[config.mk]
export PLATFORM = sky130hd
export DESIGN_NAME = alu_flag_core
export DESIGN_NICKNAME = d
export VERILOG_FILES = /design/src/rtl/alu_pkg.sv /design/src/rtl/alu_cond_eval.sv /design/src/rtl/alu_logic_unit.sv /design/src/rtl/alu_arith_unit.sv /design/src/rtl/alu_flag_core.sv
export SDC_FILE = /design/constraint.sdc
export NUM_CORES = 1
export LEC_CHECK = 0
export BUFFER_PORTS_ARGS = -buffer_cell sky130_fd_sc_hd__buf_2
export CORE_ASPECT_RATIO = 1.25
export CORE_UTILIZATION = 50
export DETAILED_ROUTE_END_ITERATION = 8
export GPL_TIMING_DRIVEN = 0
export PLACE_DENSITY_LB_ADDON = 0.15
export SYNTH_ARGS = -nofsm -noshare
export SYNTH_HDL_FRONTEND = slang
export SYNTH_SLANG_ARGS = --single-unit
export TNS_END_PERCENT = 50
[constraint.sdc]
create_clock -name clk_i -period 0.8 [get_ports clk_i]
set_input_delay 0.08 -clock clk_i [delete_from_list [all_inputs] [get_ports clk_i]]
set_output_delay 0.08 -clock clk_i [all_outputs]
set_load 0.1 [all_outputs]
[src/rtl/alu_pkg.sv]
package alu_pkg;

    typedef enum logic [3:0] {
        OP_AND = 4'd0,  OP_EOR = 4'd1,  OP_SUB = 4'd2,  OP_RSB = 4'd3,
        OP_ADD = 4'd4,  OP_ADC = 4'd5,  OP_SBC = 4'd6,  OP_RSC = 4'd7,
        OP_TST = 4'd8,  OP_TEQ = 4'd9,  OP_CMP = 4'd10, OP_CMN = 4'd11,
        OP_ORR = 4'd12, OP_MOV = 4'd13, OP_BIC = 4'd14, OP_MVN = 4'd15
    } alu_op_e;

    localparam int FLAG_N = 3;
    localparam int FLAG_Z = 2;
    localparam int FLAG_C = 1;
    localparam int FLAG_V = 0;

    function automatic logic op_is_test(input logic [3:0] op);
        return (op >= 4'd8) && (op <= 4'd11);
    endfunction

    function automatic logic op_is_arith(input logic [3:0] op);
        return ((op >= 4'd2) && (op <= 4'd7)) || (op == 4'd10) || (op == 4'd11);
    endfunction

endpackage

[src/rtl/alu_cond_eval.sv]
module alu_cond_eval
    import alu_pkg::*;
(
    input  logic [3:0] flags_i,
    input  logic [3:0] cond_i,
    output logic       pass_o
);
    logic n, z, c, v;

    always_comb begin
        n = flags_i[FLAG_N];
        z = flags_i[FLAG_Z];
        c = flags_i[FLAG_C];
        v = flags_i[FLAG_V];
        unique case (cond_i)
            4'd0:    pass_o = z;
            4'd1:    pass_o = !z;
            4'd2:    pass_o = c;
            4'd3:    pass_o = !c;
            4'd4:    pass_o = n;
            4'd5:    pass_o = !n;
            4'd6:    pass_o = v;
            4'd7:    pass_o = !v;
            4'd8:    pass_o = c && !z;
            4'd9:    pass_o = !c || z;
            4'd10:   pass_o = (n == v);
            4'd11:   pass_o = (n != v);
            4'd12:   pass_o = !z && (n == v);
            4'd13:   pass_o = z || (n != v);
            4'd14:   pass_o = 1'b1;
            default: pass_o = 1'b0;
        endcase
    end
endmodule

[src/rtl/alu_logic_unit.sv]
module alu_logic_unit
    import alu_pkg::*;
#(
    parameter int W = 32
) (
    input  logic [3:0]   op_i,
    input  logic [W-1:0] a_i,
    input  logic [W-1:0] b_i,
    output logic [W-1:0] res_o
);
    always_comb begin
        unique case (op_i)
            OP_AND, OP_TST: res_o = a_i & b_i;
            OP_EOR, OP_TEQ: res_o = a_i ^ b_i;
            OP_ORR:         res_o = a_i | b_i;
            OP_MOV:         res_o = b_i;
            OP_BIC:         res_o = a_i & ~b_i;
            OP_MVN:         res_o = ~b_i;
            default:        res_o = '0;
        endcase
    end
endmodule

[src/rtl/alu_arith_unit.sv]
module alu_arith_unit
    import alu_pkg::*;
#(
    parameter int W = 32
) (
    input  logic [3:0]   op_i,
    input  logic [W-1:0] a_i,
    input  logic [W-1:0] b_i,
    input  logic         cin_i,
    output logic [W-1:0] res_o,
    output logic         c_o,
    output logic         v_o
);
    localparam int SW = W + 1;

    logic [W-1:0]  x, y;
    logic          ci;
    logic [SW-1:0] sum;

    always_comb begin
        unique case (op_i)
            OP_SUB, OP_CMP: begin x = a_i; y = ~b_i; ci = 1'b1;  end
            OP_RSB:         begin x = b_i; y = ~a_i; ci = 1'b1;  end
            OP_ADC:         begin x = a_i; y = b_i;  ci = cin_i; end
            OP_SBC:         begin x = a_i; y = ~b_i; ci = cin_i; end
            OP_RSC:         begin x = b_i; y = ~a_i; ci = cin_i; end
            default:        begin x = a_i; y = b_i;  ci = 1'b0;  end
        endcase
        sum   = {1'b0, x} + {1'b0, y} + {{W{1'b0}}, ci};
        res_o = sum[W-1:0];
        c_o   = sum[W];
        v_o   = (x[W-1] == y[W-1]) && (sum[W-1] != x[W-1]);
    end
endmodule

[src/rtl/alu_flag_core.sv]
module alu_flag_core
    import alu_pkg::*;
#(
    parameter int W = 32
) (
    input  logic         clk_i,
    input  logic         rst_ni,
    input  logic [3:0]   op_i,
    input  logic         save_i,
    input  logic [W-1:0] a_i,
    input  logic [W-1:0] b_i,
    input  logic         shc_i,
    input  logic [3:0]   flags_i,
    input  logic [3:0]   cond_i,
    output logic [W-1:0] res_o,
    output logic         wr_en_o,
    output logic [3:0]   flags_o,
    output logic         pass_o
);
    typedef struct packed {
        logic [W-1:0] res;
        logic         wr_en;
        logic [3:0]   flags;
        logic         pass;
    } out_s;

    out_s state_d, state_q;

    logic         pass_c;
    logic [W-1:0] logic_res;
    logic [W-1:0] arith_res;
    logic         arith_c, arith_v;

    alu_cond_eval u_cond (
        .flags_i (flags_i),
        .cond_i  (cond_i),
        .pass_o  (pass_c)
    );

    alu_logic_unit #(.W(W)) u_logic (
        .op_i  (op_i),
        .a_i   (a_i),
        .b_i   (b_i),
        .res_o (logic_res)
    );

    alu_arith_unit #(.W(W)) u_arith (
        .op_i  (op_i),
        .a_i   (a_i),
        .b_i   (b_i),
        .cin_i (flags_i[FLAG_C]),
        .res_o (arith_res),
        .c_o   (arith_c),
        .v_o   (arith_v)
    );

    always_comb begin
        logic arith;
        arith         = op_is_arith(op_i);
        state_d.pass  = pass_c;
        state_d.res   = arith ? arith_res : logic_res;
        state_d.wr_en = pass_c && !op_is_test(op_i);
        state_d.flags = flags_i;
        if (pass_c && save_i) begin
            state_d.flags[FLAG_N] = state_d.res[W-1];
            state_d.flags[FLAG_Z] = (state_d.res == '0);
            if (arith) begin
                state_d.flags[FLAG_C] = arith_c;
                state_d.flags[FLAG_V] = arith_v;
            end else begin
                state_d.flags[FLAG_C] = shc_i;
            end
        end
    end

    always_ff @(posedge clk_i or negedge rst_ni) begin
        if (!rst_ni) state_q <= '0;
        else         state_q <= state_d;
    end

    assign res_o   = state_q.res;
    assign wr_en_o = state_q.wr_en;
    assign flags_o = state_q.flags;
    assign pass_o  = state_q.pass;
endmodule

==> Flow_metrics.wiki <==
{| class="wikitable"
! Metric !! Value
|-
| Static leakage || 4.270 nW
|-
| Fraction of the yosys area taken by sequential cells || 0.1423
|-
| Violations in the final reports || hold timing, setup timing
|-
| Antenna violations before repair || 2
|-
| Level count of the clock H-tree || 2
|-
| Worst-path clk slew || 0.06 ns
|-
| Worst Setup SP || op_i[3]
|-
| Number of primary I/O pins || 118
|-
| Routed wire length per instance || 22.13 um
|-
| Final core area utilization || 0.7372
|-
| YS warnings || 0
|-
| Count of buffers from port buffering || 113
|-
| Syn_nets || 1115
|-
| Final worst setup slack || -3.507 ns
|-
| Post-detailed-placement cell area || 7619 um^2
|-
| Worst-Margin Slew || 1.104 ns
|-
| Endpoint kind of the worst setup timing path || flip-flop
|-
| Clock tree from TritonCTS || yes
|-
| Number of synthesized flops with an enable pin || 0
|-
| Grt total ovfl || 0
|-
| Post-detail-place hpwl || 19810 um
|-
| Worst path top cell family by delay || simple AND/OR/NAND/NOR gates
|-
| Hold violation total from the final report || 38
|-
| Met2 Track Usage GR || 0.6349
|-
| Layout cells sized above 1 || 0.2805
|-
| Max-Slew Margin vs Limit || 0.2638
|-
| GRT busiest layer || met2
|-
| HP Class || in2async
|-
| Largest net degree at the start of global routing || 39
|-
| Initial core utilization || 0.5206
|-
| Worst Hold Slack || -0.07726 ns
|-
| Final TNS setup || -92.13 ns
|-
| Slowest-stage cell, CP || sky130_fd_sc_hd__nor4b_4
|-
| Total clock buffers created by CTS || 5
|-
| # fillers || 976
|-
| Synth async-reset ratio || 1.000
|-
| Peak supply drop || 0.001268 V
|-
| Post-synthesis average cell area || 6.888 um^2
|-
| Buffer depth of the longest clock path || 2
|-
| Combined buffer and inverter count along the critical path || 6
|-
| #FFs+latches synth || 38
|-
| Most used DFF post-synth || sky130_fd_sc_hd__dfrtp_1
|-
| Power density normalized to cell area || 1890 nW/um^2
|-
| Via count || 8959
|-
| Cell count after synthesis || 970
|-
| Final instance area || 9462 um^2
|-
| Syn-to-layout area delta || 41.61%
|-
| Total of endpoints with negative setup slack in the final report || 76
|-
| Die Span X || 105.4 um
|-
| Global-route wire length before repair || 43170 um
|-
| Portion of synthesized cell area occupied by the leading cell type || 0.1423
|-
| Antenna viol nets, final || 0
|-
| Number of clock sinks || 38
|-
| Maximum fanout along the worst path || 4
|-
| Total die area || 13830 um^2
|-
| RSZ-0062 raised after global routing || yes
|-
| Overall routed net length || 29150 um
|-
| Max-cap violations || 0
|-
| Final GP Congestion || 0.9956
|-
| Max incr delay on CP || 0.47 ns
|-
| Via density per instance || 6.803
|-
| Run status || finished with violations
|-
| Number of nets in the final layout || 1292
|-
| Time the worst path needs with I/O delays and setup || 4.307 ns
|-
| WP data required || 1.01 ns
|-
| Met1 usage || 0.4796
|-
| Met3 routing resource usage after global routing || 0.07093
|-
| Dominant cell type by area after synthesis || sky130_fd_sc_hd__dfrtp_1
|-
| Max frequency || 232.2 MHz
|-
| Worst setup path category || in2reg
|-
| Iter 0 DRT Violations || 1192
|-
| Pins Over Slew Limit || 0
|-
| Number of global-route vias before repair || 8137
|-
| Netlist Area Pre-Place || 6681 um^2
|-
| Library cells used by synthesis || 85
|-
| Placeable Area || 12830 um^2
|-
| Kind of launch point of the worst setup path || primary input
|-
| Chip height || 131.2 um
|-
| Crit-path cells || buf_6 -> and2_4 -> clkbuf_16 -> clkbuf_16 -> o31ai_4 -> clkbuf_8 -> nor2_4 -> a211oi_4 -> fa_2 -> inv_2 -> fa_2 -> and3_4 -> buf_6 -> o211a_4 -> nor4_4 -> nor3b_4 -> nor4_2 -> nor4b_4 -> nand4b_1 -> nor4_4 -> nand4_1 -> o21ai_1
|-
| Number of placement rows || 46
|-
| Clock root buffer master || sky130_fd_sc_hd__clkbuf_16
|-
| Overall fraction of global-route tracks in use || 0.3999
|-
| Length of the first detailed-routing pass in iterations || 8
|-
| Post-route DRC || 0
|-
| Leading cell types by total area after synthesis || sky130_fd_sc_hd__dfrtp_1 14%, sky130_fd_sc_hd__ha_1 12%, sky130_fd_sc_hd__o21ai_0 9.9%, sky130_fd_sc_hd__nand2_1 6.8%, sky130_fd_sc_hd__a21oi_1 4.9%
|-
| Period utilisation layout || 5.384
|-
| Signal arrival time at the worst endpoint || 4.52 ns
|}
layer usage:
layer,vias up,wire [um]
met5,-,0
met4,0,2535
met1,4018,10080
li1,3917,-
met3,244,3775
met2,780,12750
Yosys cell counts, types with 10 or more instances:
cell	number
sky130_fd_sc_hd__dfrtp_1	38
sky130_fd_sc_hd__inv_1	81
sky130_fd_sc_hd__a21oi_1	66
sky130_fd_sc_hd__nor2_1	48
sky130_fd_sc_hd__buf_2	12
sky130_fd_sc_hd__a21o_1	16
sky130_fd_sc_hd__and3_1	10
sky130_fd_sc_hd__xor2_1	17
sky130_fd_sc_hd__o21ai_0	132
sky130_fd_sc_hd__a211oi_1	11
sky130_fd_sc_hd__mux2i_1	17
sky130_fd_sc_hd__o21bai_1	11
sky130_fd_sc_hd__xnor2_1	18
sky130_fd_sc_hd__or3_1	10
sky130_fd_sc_hd__nand2_1	121
sky130_fd_sc_hd__o211ai_1	18
sky130_fd_sc_hd__ha_1	63
sky130_fd_sc_hd__nand3_1	21
sky130_fd_sc_hd__clkbuf_1	41
sky130_fd_sc_hd__nor3_1	21
sky130_fd_sc_hd__and2_1	10
cells by family after synthesis:
group,share of synthesized area
AOI/OAI and AO/OA,0.3558
and+or+nand+nor,0.2127
buffers and inverters,0.09213
adders and majority gates,0.1240
DFF,0.1423
xor gates and xnor gates,0.04588
muxes,0.02715
power by group:
| part | leakage [nW] | internal, mW | switching [mW] |
|---|---|---|---|
| clock network | 0.0971 | 1.88 | 0.904 |
| registers | 0.453 | 2.36 | 0.289 |
| logic | 3.72 | 4.38 | 8.08 |
path summary, 6_finish.rpt:
check,to,slack [ns],depth (start not counted)
worst min-delay path,res_o[31],-0.08,1
min in group clk_i,pass_o,0.01,2
max in group asynchronous,res_o[11],0.28,1
worst max-delay path,flags_o[2],-3.51,22
final cells by class:
class	count	area, um^2	area share
multi-input combinational	783	5697	0.6021
inverter	82	320.3	0.03385
timing repair buffer	175	1503	0.1588
antenna	1	2.502	0.0002645
tap	168	210.2	0.02222
clock inverter	2	60.06	0.006348
sequential	38	950.9	0.1005
clock buffer	6	138.9	0.01468
buffer	62	579.3	0.06123
registers in the layout, indices dropped and copies added, names as in the netlist:
signal and count:
res_o 32, wr_en_o 1, flags_o 4, pass_o 1
metrics by stage:
step                      power [mW]  setup slack (ns)  std cells
after global routing           18.48            -3.569       1317
final                          17.89            -3.507       1317
after detailed placement       12.16            -5.005       1251
after CTS                      16.45            -3.435       1297
after global placement         12.09            -5.041       1251
after floorplan                9.960            -3.378        970
what timing repair did:
item | 4_1_cts | 5_1_grt
pin swaps | 38 | 23
gates resized for setup | 180 | 146
setup buffers | 42 | 20
hold endpoints to repair | 38 | 0
cloned | 0 | 0
setup endpoints to repair | 76 | 76
cells in the final DEF, fill, tap and decap left out, types with 19 or more instances in the layout:
cell type and count:
sky130_fd_sc_hd__o21ai_0 118, sky130_fd_sc_hd__buf_6 23, sky130_fd_sc_hd__dfrtp_1 38, sky130_fd_sc_hd__buf_4 51
sky130_fd_sc_hd__nor3_1 19, sky130_fd_sc_hd__a21oi_1 58, sky130_fd_sc_hd__buf_8 38, sky130_fd_sc_hd__nand3_1 20
sky130_fd_sc_hd__inv_1 79, sky130_fd_sc_hd__nor2_1 44, sky130_fd_sc_hd__ha_1 59, sky130_fd_sc_hd__nand2_1 119
sky130_fd_sc_hd__buf_2 76
(Power assumes the default switching activity.)
